[src/rtl/cfa_pkg.sv]
package cfa_pkg;

    typedef enum logic [2:0] {
        OP_ADDC  = 3'd0,
        OP_ADDV  = 3'd1,
        OP_SUBC  = 3'd2,
        OP_SUBV  = 3'd3,
        OP_NEGC  = 3'd4,
        OP_ROTL  = 3'd5,
        OP_ROTR  = 3'd6,
        OP_NOP   = 3'd7
    } op_e;

    typedef enum logic {
        ROT_LEFT  = 1'b0,
        ROT_RIGHT = 1'b1
    } rot_dir_e;

    typedef struct packed {
        logic invert_src;   // subtract: adder sees ~src
        logic zero_dst;     // negate: adder sees 0 for dst
        logic chain_flag;   // flag feeds carry / borrow in
        logic ovf_mode;     // flag reports signed overflow
    } arith_ctl_t;

    function automatic logic is_rotate(op_e o);
        return (o == OP_ROTL) || (o == OP_ROTR);
    endfunction

    function automatic logic is_load(op_e o);
        return o != OP_NOP;
    endfunction

    function automatic arith_ctl_t decode_arith(op_e o);
        arith_ctl_t c;
        c.invert_src = (o == OP_SUBC) || (o == OP_SUBV) || (o == OP_NEGC);
        c.zero_dst   = (o == OP_NEGC);
        c.chain_flag = (o == OP_ADDC) || (o == OP_SUBC) || (o == OP_NEGC);
        c.ovf_mode   = (o == OP_ADDV) || (o == OP_SUBV);
        return c;
    endfunction

endpackage

[src/rtl/cfa_addsub.sv]
module cfa_addsub
    import cfa_pkg::*;
#(
    parameter int WIDTH = 32
) (
    input  arith_ctl_t        ctl,
    input  logic [WIDTH-1:0]  src,
    input  logic [WIDTH-1:0]  dst,
    input  logic              t_in,
    output logic [WIDTH-1:0]  res,
    output logic              t_new
);
    localparam int MSB = WIDTH - 1;

    logic [WIDTH-1:0] opa;
    logic [WIDTH-1:0] opb;
    logic             cin;
    logic [WIDTH:0]   sum;
    logic             carry_flag;
    logic             ovf_flag;

    always_comb begin
        opa = ctl.zero_dst   ? '0   : dst;
        opb = ctl.invert_src ? ~src : src;
        // a - b - t == a + ~b + ~t ; a - b == a + ~b + 1
        if (ctl.chain_flag)
            cin = ctl.invert_src ? ~t_in : t_in;
        else
            cin = ctl.invert_src;
        sum = {1'b0, opa} + {1'b0, opb} + {{WIDTH{1'b0}}, cin};
        res = sum[MSB:0];
        // carry out of add; borrow of subtract is the missing carry
        carry_flag = ctl.invert_src ? ~sum[WIDTH] : sum[WIDTH];
        // same-sign adder inputs whose sum changes sign
        ovf_flag = (opa[MSB] == opb[MSB]) && (sum[MSB] != opa[MSB]);
        t_new = ctl.ovf_mode ? ovf_flag : carry_flag;
    end

endmodule

[src/rtl/cfa_rotate.sv]
module cfa_rotate
    import cfa_pkg::*;
#(
    parameter int WIDTH = 32
) (
    input  rot_dir_e          dir,
    input  logic [WIDTH-1:0]  val,
    input  logic              t_in,
    output logic [WIDTH-1:0]  res,
    output logic              t_new
);
    localparam int MSB = WIDTH - 1;

    logic [WIDTH-1:0] left_v;
    logic [WIDTH-1:0] right_v;

    assign left_v[0]    = t_in;
    assign right_v[MSB] = t_in;

    generate
        for (genvar i = 1; i < WIDTH; i++) begin : g_bits
            assign left_v[i]    = val[i-1];
            assign right_v[i-1] = val[i];
        end
    endgenerate

    always_comb begin
        if (dir == ROT_LEFT) begin
            res   = left_v;
            t_new = val[MSB];
        end else begin
            res   = right_v;
            t_new = val[0];
        end
    end

endmodule

[src/rtl/cfa_state_reg.sv]
module cfa_state_reg #(
    parameter int WIDTH = 32
) (
    input  logic              clk,
    input  logic              rst,
    input  logic              load,
    input  logic [WIDTH-1:0]  res_d,
    input  logic              t_d,
    output logic [WIDTH-1:0]  res_q,
    output logic              t_q
);
    always_ff @(posedge clk) begin
        if (rst) begin
            res_q <= '0;
            t_q   <= 1'b0;
        end else if (load) begin
            res_q <= res_d;
            t_q   <= t_d;
        end
    end

    // reset leaves zeros in both registers
    a_r10_reset_clear: assert property (@(posedge clk)
        rst |=> (res_q == '0) && !t_q);

    // without a load the state does not move
    a_r9_hold_no_load: assert property (@(posedge clk) disable iff (rst)
        !load |=> $stable(res_q) && $stable(t_q));

endmodule

[src/rtl/cfa_unit.sv]
module cfa_unit
    import cfa_pkg::*;
#(
    parameter int WIDTH = 32
) (
    input  logic              clk,
    input  logic              rst,
    input  logic              valid,
    input  logic [2:0]        op,
    input  logic [WIDTH-1:0]  src,
    input  logic [WIDTH-1:0]  dst,
    input  logic              t_in,
    output logic [WIDTH-1:0]  result,
    output logic              t_out
);
    localparam int MSB = WIDTH - 1;

    op_e              op_sel;
    arith_ctl_t       actl;
    rot_dir_e         rdir;
    logic [WIDTH-1:0] arith_res;
    logic             arith_t;
    logic [WIDTH-1:0] rot_res;
    logic             rot_t;
    logic [WIDTH-1:0] next_res;
    logic             next_t;
    logic             load;

    assign op_sel = op_e'(op);
    assign actl   = decode_arith(op_sel);
    assign rdir   = (op_sel == OP_ROTR) ? ROT_RIGHT : ROT_LEFT;

    cfa_addsub #(.WIDTH(WIDTH)) u_addsub (
        .ctl   (actl),
        .src   (src),
        .dst   (dst),
        .t_in  (t_in),
        .res   (arith_res),
        .t_new (arith_t)
    );

    cfa_rotate #(.WIDTH(WIDTH)) u_rotate (
        .dir   (rdir),
        .val   (dst),
        .t_in  (t_in),
        .res   (rot_res),
        .t_new (rot_t)
    );

    always_comb begin
        if (is_rotate(op_sel)) begin
            next_res = rot_res;
            next_t   = rot_t;
        end else begin
            next_res = arith_res;
            next_t   = arith_t;
        end
    end

    assign load = valid && is_load(op_sel);

    cfa_state_reg #(.WIDTH(WIDTH)) u_state (
        .clk   (clk),
        .rst   (rst),
        .load  (load),
        .res_d (next_res),
        .t_d   (next_t),
        .res_q (result),
        .t_q   (t_out)
    );

    // flag and result together form the full-width sum
    a_r1_addc_sum: assert property (@(posedge clk) disable iff (rst)
        (valid && op == 3'd0) |=>
        {t_out, result} == ({1'b0, $past(dst)} + {1'b0, $past(src)}
                            + {{WIDTH{1'b0}}, $past(t_in)}));

    // result plus src plus borrow-in rebuilds dst, with flag as wrap
    a_r2_subc_inverse: assert property (@(posedge clk) disable iff (rst)
        (valid && op == 3'd2) |=>
        ({1'b0, result} + {1'b0, $past(src)} + {{WIDTH{1'b0}}, $past(t_in)})
        == {t_out, $past(dst)});

    // negation never depends on dst and clears flag only for 0 - 0 - 0
    a_r5_negc_flag: assert property (@(posedge clk) disable iff (rst)
        (valid && op == 3'd4) |=>
        t_out == (($past(src) != '0) || $past(t_in)));

    // left rotate moves bits up and exchanges the flag
    a_r6_rotl: assert property (@(posedge clk) disable iff (rst)
        (valid && op == 3'd5) |=>
        result == {$past(dst[MSB-1:0]), $past(t_in)} && t_out == $past(dst[MSB]));

    // right rotate moves bits down and exchanges the flag
    a_r7_rotr: assert property (@(posedge clk) disable iff (rst)
        (valid && op == 3'd6) |=>
        result == {$past(t_in), $past(dst[MSB:1])} && t_out == $past(dst[0]));

    // code 7 is a no-operation even when strobed
    a_r8_code7_hold: assert property (@(posedge clk) disable iff (rst)
        (valid && op == 3'd7) |=> $stable(result) && $stable(t_out));

endmodule

[config.mk]
export PLATFORM = sky130hd
export DESIGN_NAME = cfa_unit
export DESIGN_NICKNAME = d
export VERILOG_FILES = /design/src/rtl/cfa_pkg.sv /design/src/rtl/cfa_addsub.sv /design/src/rtl/cfa_rotate.sv /design/src/rtl/cfa_state_reg.sv /design/src/rtl/cfa_unit.sv
export SDC_FILE = /design/constraint.sdc
export NUM_CORES = 1
export LEC_CHECK = 0
export BUFFER_PORTS_ARGS = -buffer_cell sky130_fd_sc_hd__buf_4
export CAP_MARGIN = 0
export CORE_MARGIN = 2
export CORE_UTILIZATION = 50
export DETAILED_ROUTE_END_ITERATION = 10
export GPL_TIMING_DRIVEN = 0
export PLACE_DENSITY = 0.78
export SLEW_MARGIN = 15
export SYNTH_ARGS = -nofsm -noshare
export SYNTH_HDL_FRONTEND = slang
export SYNTH_SLANG_ARGS = --single-unit
[constraint.sdc]
create_clock -name clk -period 4.34 [get_ports clk]
set_clock_uncertainty 0.1 [all_clocks]
set_input_delay 1.302 -clock clk [delete_from_list [all_inputs] [get_ports clk]]
set_output_delay 1.302 -clock clk [all_outputs]
set_load 0.05 [all_outputs]
==> flow_metrics.py <==
metrics = {
    "timing": {
        "tightest_slew_ps": 980,
        "slew_viol_final": 0,
        "fin_crit_sh": 1.01,
        "fmaxAchievable_mhz": 229,
        "finalHoldViolCount": 0,
        "slew_headroom": 0.347,
        "fin_ws_ps": -33.8,
        "fin_setup_tns_ps": -33.8,
        "fin_crit_ps": 4370,
        "hold_ws_ps": 360,
        "finalSetupViolCount": 1,
    },
    "clocking": {
        "clock-sinks": 33,
        "root_buffer": "clkbuf_8",
        "clkTransAtPathRegs_ps": 80,
        "clk_latency_ps": 300,
        "cts_max_level": 2,
        "cts_made_buffers": 5,
        "cts_tree": "done",
        "cts.path.max_buffers": 2,
    },
    "hold_path": {
        "min_from": "u_state.res_q[1]",
        "hold_class": "reg2reg",
    },
    "route": {
        "drcViolationCount": 0,
        "wl_per_cell_um": 19.3,
        "postRouteAntennaNets": 0,
        "wl_met3_um": 1510,
        "routed_via_density": 6.21,
        "postRouteWirelength_um": 15600,
        "wl_met2_um": 7270,
        "vias": 5026,
        "top_layer": "met4",
        "drtIter0Drc": 416,
        "drt_pass1_iterations": 7,
        "met1Wirelength_um": 6490,
    },
    "worst_setup_path": {
        "worstPathMaxFanout": 9,
        "rr_startpoint": "u_state.t_q",
        "critPathLaunch": "op[1]",
        "worstSetupPathType": "in2reg",
        "crit_path_start_kind": "primary input",
        "arrival_ps": 4480,
        "cp.required_ps": 4450,
        "critPathCaptureType": "flop",
    },
    "grt": {
        "grt_overflow": 0,
        "grt_pass1_vias": 4537,
        "grt_usage": 0.326,
        "grt_pass1_wl_um": 22900,
        "antenna_found_initial": 0,
        "grt_max_degree": 13,
    },
    "yosys": {
        "yosysTopAreaCell": "dfxtp_1",
        "ys_types": 57,
        "synthFlopType": "dfxtp_1",
        "synthArstFlopShare": 0,
        "netlist_instances": 591,
        "seq_area_frac_synth": 0.156,
        "synth_top_cell_area_share": 0.156,
        "synth_area_leaders": "dfxtp_1 16%, ha_1 9.2%, xnor2_1 8.5%, mux2i_1 7.1%, nand2_1 6.2%",
        "yosysWarnings": 0,
        "avgSynthCellArea_um2": 7.17,
        "synth_edf_count": 0,
        "mappedNetlistNets": 695,
        "netlist_area_um2": 4240,
        "ys_seq_elements": 33,
    },
    "run": {
        "maxCapViolCount": 0,
    },
    "finish": {
        "syn_to_final_growth_pct": 30.4,
        "drive_gt1_frac": 0.239,
        "nets": 807,
        "antennaDiodeCount": 0,
        "final_area_um2": 5520,
    },
    "floorplanning": {
        "io_pins": 104,
        "die_y_um": 96.1,
        "fp.coreArea_um2": 8220,
        "start_util": 0.516,
        "fp.dieW_um": 96.1,
        "fp-row-count": 33,
        "fp.dieArea_um2": 9230,
    },
    "placed_design": {
        "hpwl_um": 11500,
        "gp_congestion": 1.02,
        "port_buffers": 100,
        "placed_cell_area_um2": 5130,
    },
    "power_and_ir_drop": {
        "p_per_area_nw_per_um2": 316,
        "peakVddDrop_mv": 0.130,
        "p_leak_nw": 2.57,
    },
    "outcome": {
        "violations": "setup timing",
        "run_status": "complete, but fails checks",
    },
}
power by group:
part	leakage, nW	internal [mW]	switching [mW]
sequential	0.273	0.342	0.0236
combinational	2.24	0.438	0.660
clock	0.0542	0.144	0.136
cells in the final DEF (no fill, tap or decap), types with 16 or more instances in the layout:
master    synthesis  layout
clkbuf_1         28      19
o21ai_0          38      36
buf_4             0     107
ha_1             31      30
mux2i_1          30      30
nor2_1           52      49
xnor2_1          41      41
nor3_1           16      16
dfxtp_1          33      33
nand2_1          70      68
and2_1           33      32
a21oi_1          42      38
a21o_1           16      16
sequential cells by signal, indices dropped and copies added (netlist names):
name	flops
u_state.res_q	32
u_state.t_q	1
metal layers:
layer / vias up / track usage
met5: - / 0
met4: 0 / 0.0976
met3: 35 / 0.0556
met2: 268 / 0.538
met1: 2386 / 0.434
li1: 2337 / -
Yosys cell counts, types with 3 or more instances:
cell type  instances
buf_2              7
nor2_1            52
nand2b_1           4
nand4_1            4
o31ai_1            6
or2_2              3
o211ai_1           8
ha_1              31
inv_1             12
nand3_1            8
a21o_1            16
dfxtp_1           33
clkbuf_1          28
a31oi_1           11
a221oi_1           3
mux2i_1           30
nor2b_1            4
xor2_1            16
a21boi_0           5
and2_1            33
a21oi_1           42
o21ai_0           38
o21ai_1            5
and3_1             3
or3_1              4
nand2_1           70
o21a_1             4
nor3_1            16
nor4_1             4
a211oi_1          16
xnor2_1           41
final cells by class:
| class | instances | area [um2] |
|---|---|---|
| Multi-Input combinational cell | 509 | 3530 |
| Fill cell | 723 | 2690 |
| Timing Repair Buffer | 108 | 831 |
| Sequential cell | 33 | 661 |
| Buffer | 34 | 224 |
| Tap cell | 105 | 131 |
| Clock buffer | 7 | 96.3 |
| Inverter | 12 | 45.0 |
| Clock inverter | 1 | 5.00 |
logic make-up (layout without fill, tap and decap cells):
| family | after synthesis | in the layout | share of synthesized area |
|---|---|---|---|
| muxes | 30 | 30 | 0.0709 |
| xor gates and xnor gates | 57 | 57 | 0.118 |
| adders and majority gates | 33 | 33 | 0.101 |
| AOI/OAI and AO/OA | 177 | 177 | 0.271 |
| DFF | 33 | 33 | 0.156 |
| and+or+nand+nor | 212 | 212 | 0.236 |
| buffers and inverters | 49 | 162 | 0.0475 |
worst max-delay path, cell delays in order:
cell,delay [ps]
buf_6,120
nor2_4,100
and2_4,170
nor2_4,50
buf_12,140
buf_12,140
xnor2_1,120
ha_1,380
a21o_1,190
a21oi_1,290
a21oi_4,130
o211ai_1,350
a21oi_2,200
o311ai_2,390
o311ai_2,140
a21oi_1,250
final timing paths:
path                                         end  slack, ps  depth (start not counted)
worst max register to register       u_state.t_q       3410                          2
worst min register to register  u_state.res_q[1]        360                          2
worst min-delay path            u_state.res_q[1]        360                          2
worst max-delay path                 u_state.t_q        -30                         16
repair_timing:
action	CTS	global route
gates resized for setup	22	41
endpoints found under the setup margin	22	18
buffers inserted	1	7
pin swaps	3	16
hold buffers	0	0
stage by stage:
| step | utilization | setup WS, ps | total power, mW | std cells |
|---|---|---|---|---|
| floorplan | - | 2.83 | 1.10 | 591 |
| global placement | 0.625 | -714 | 1.36 | 796 |
| detailed placement | 0.625 | -820 | 1.37 | 796 |
| CTS | 0.646 | -33.2 | 1.67 | 803 |
| global route | 0.672 | -54.7 | 1.84 | 809 |
| finish | 0.672 | -33.8 | 1.74 | 809 |
Note: power is estimated with default switching activity, not from simulation.
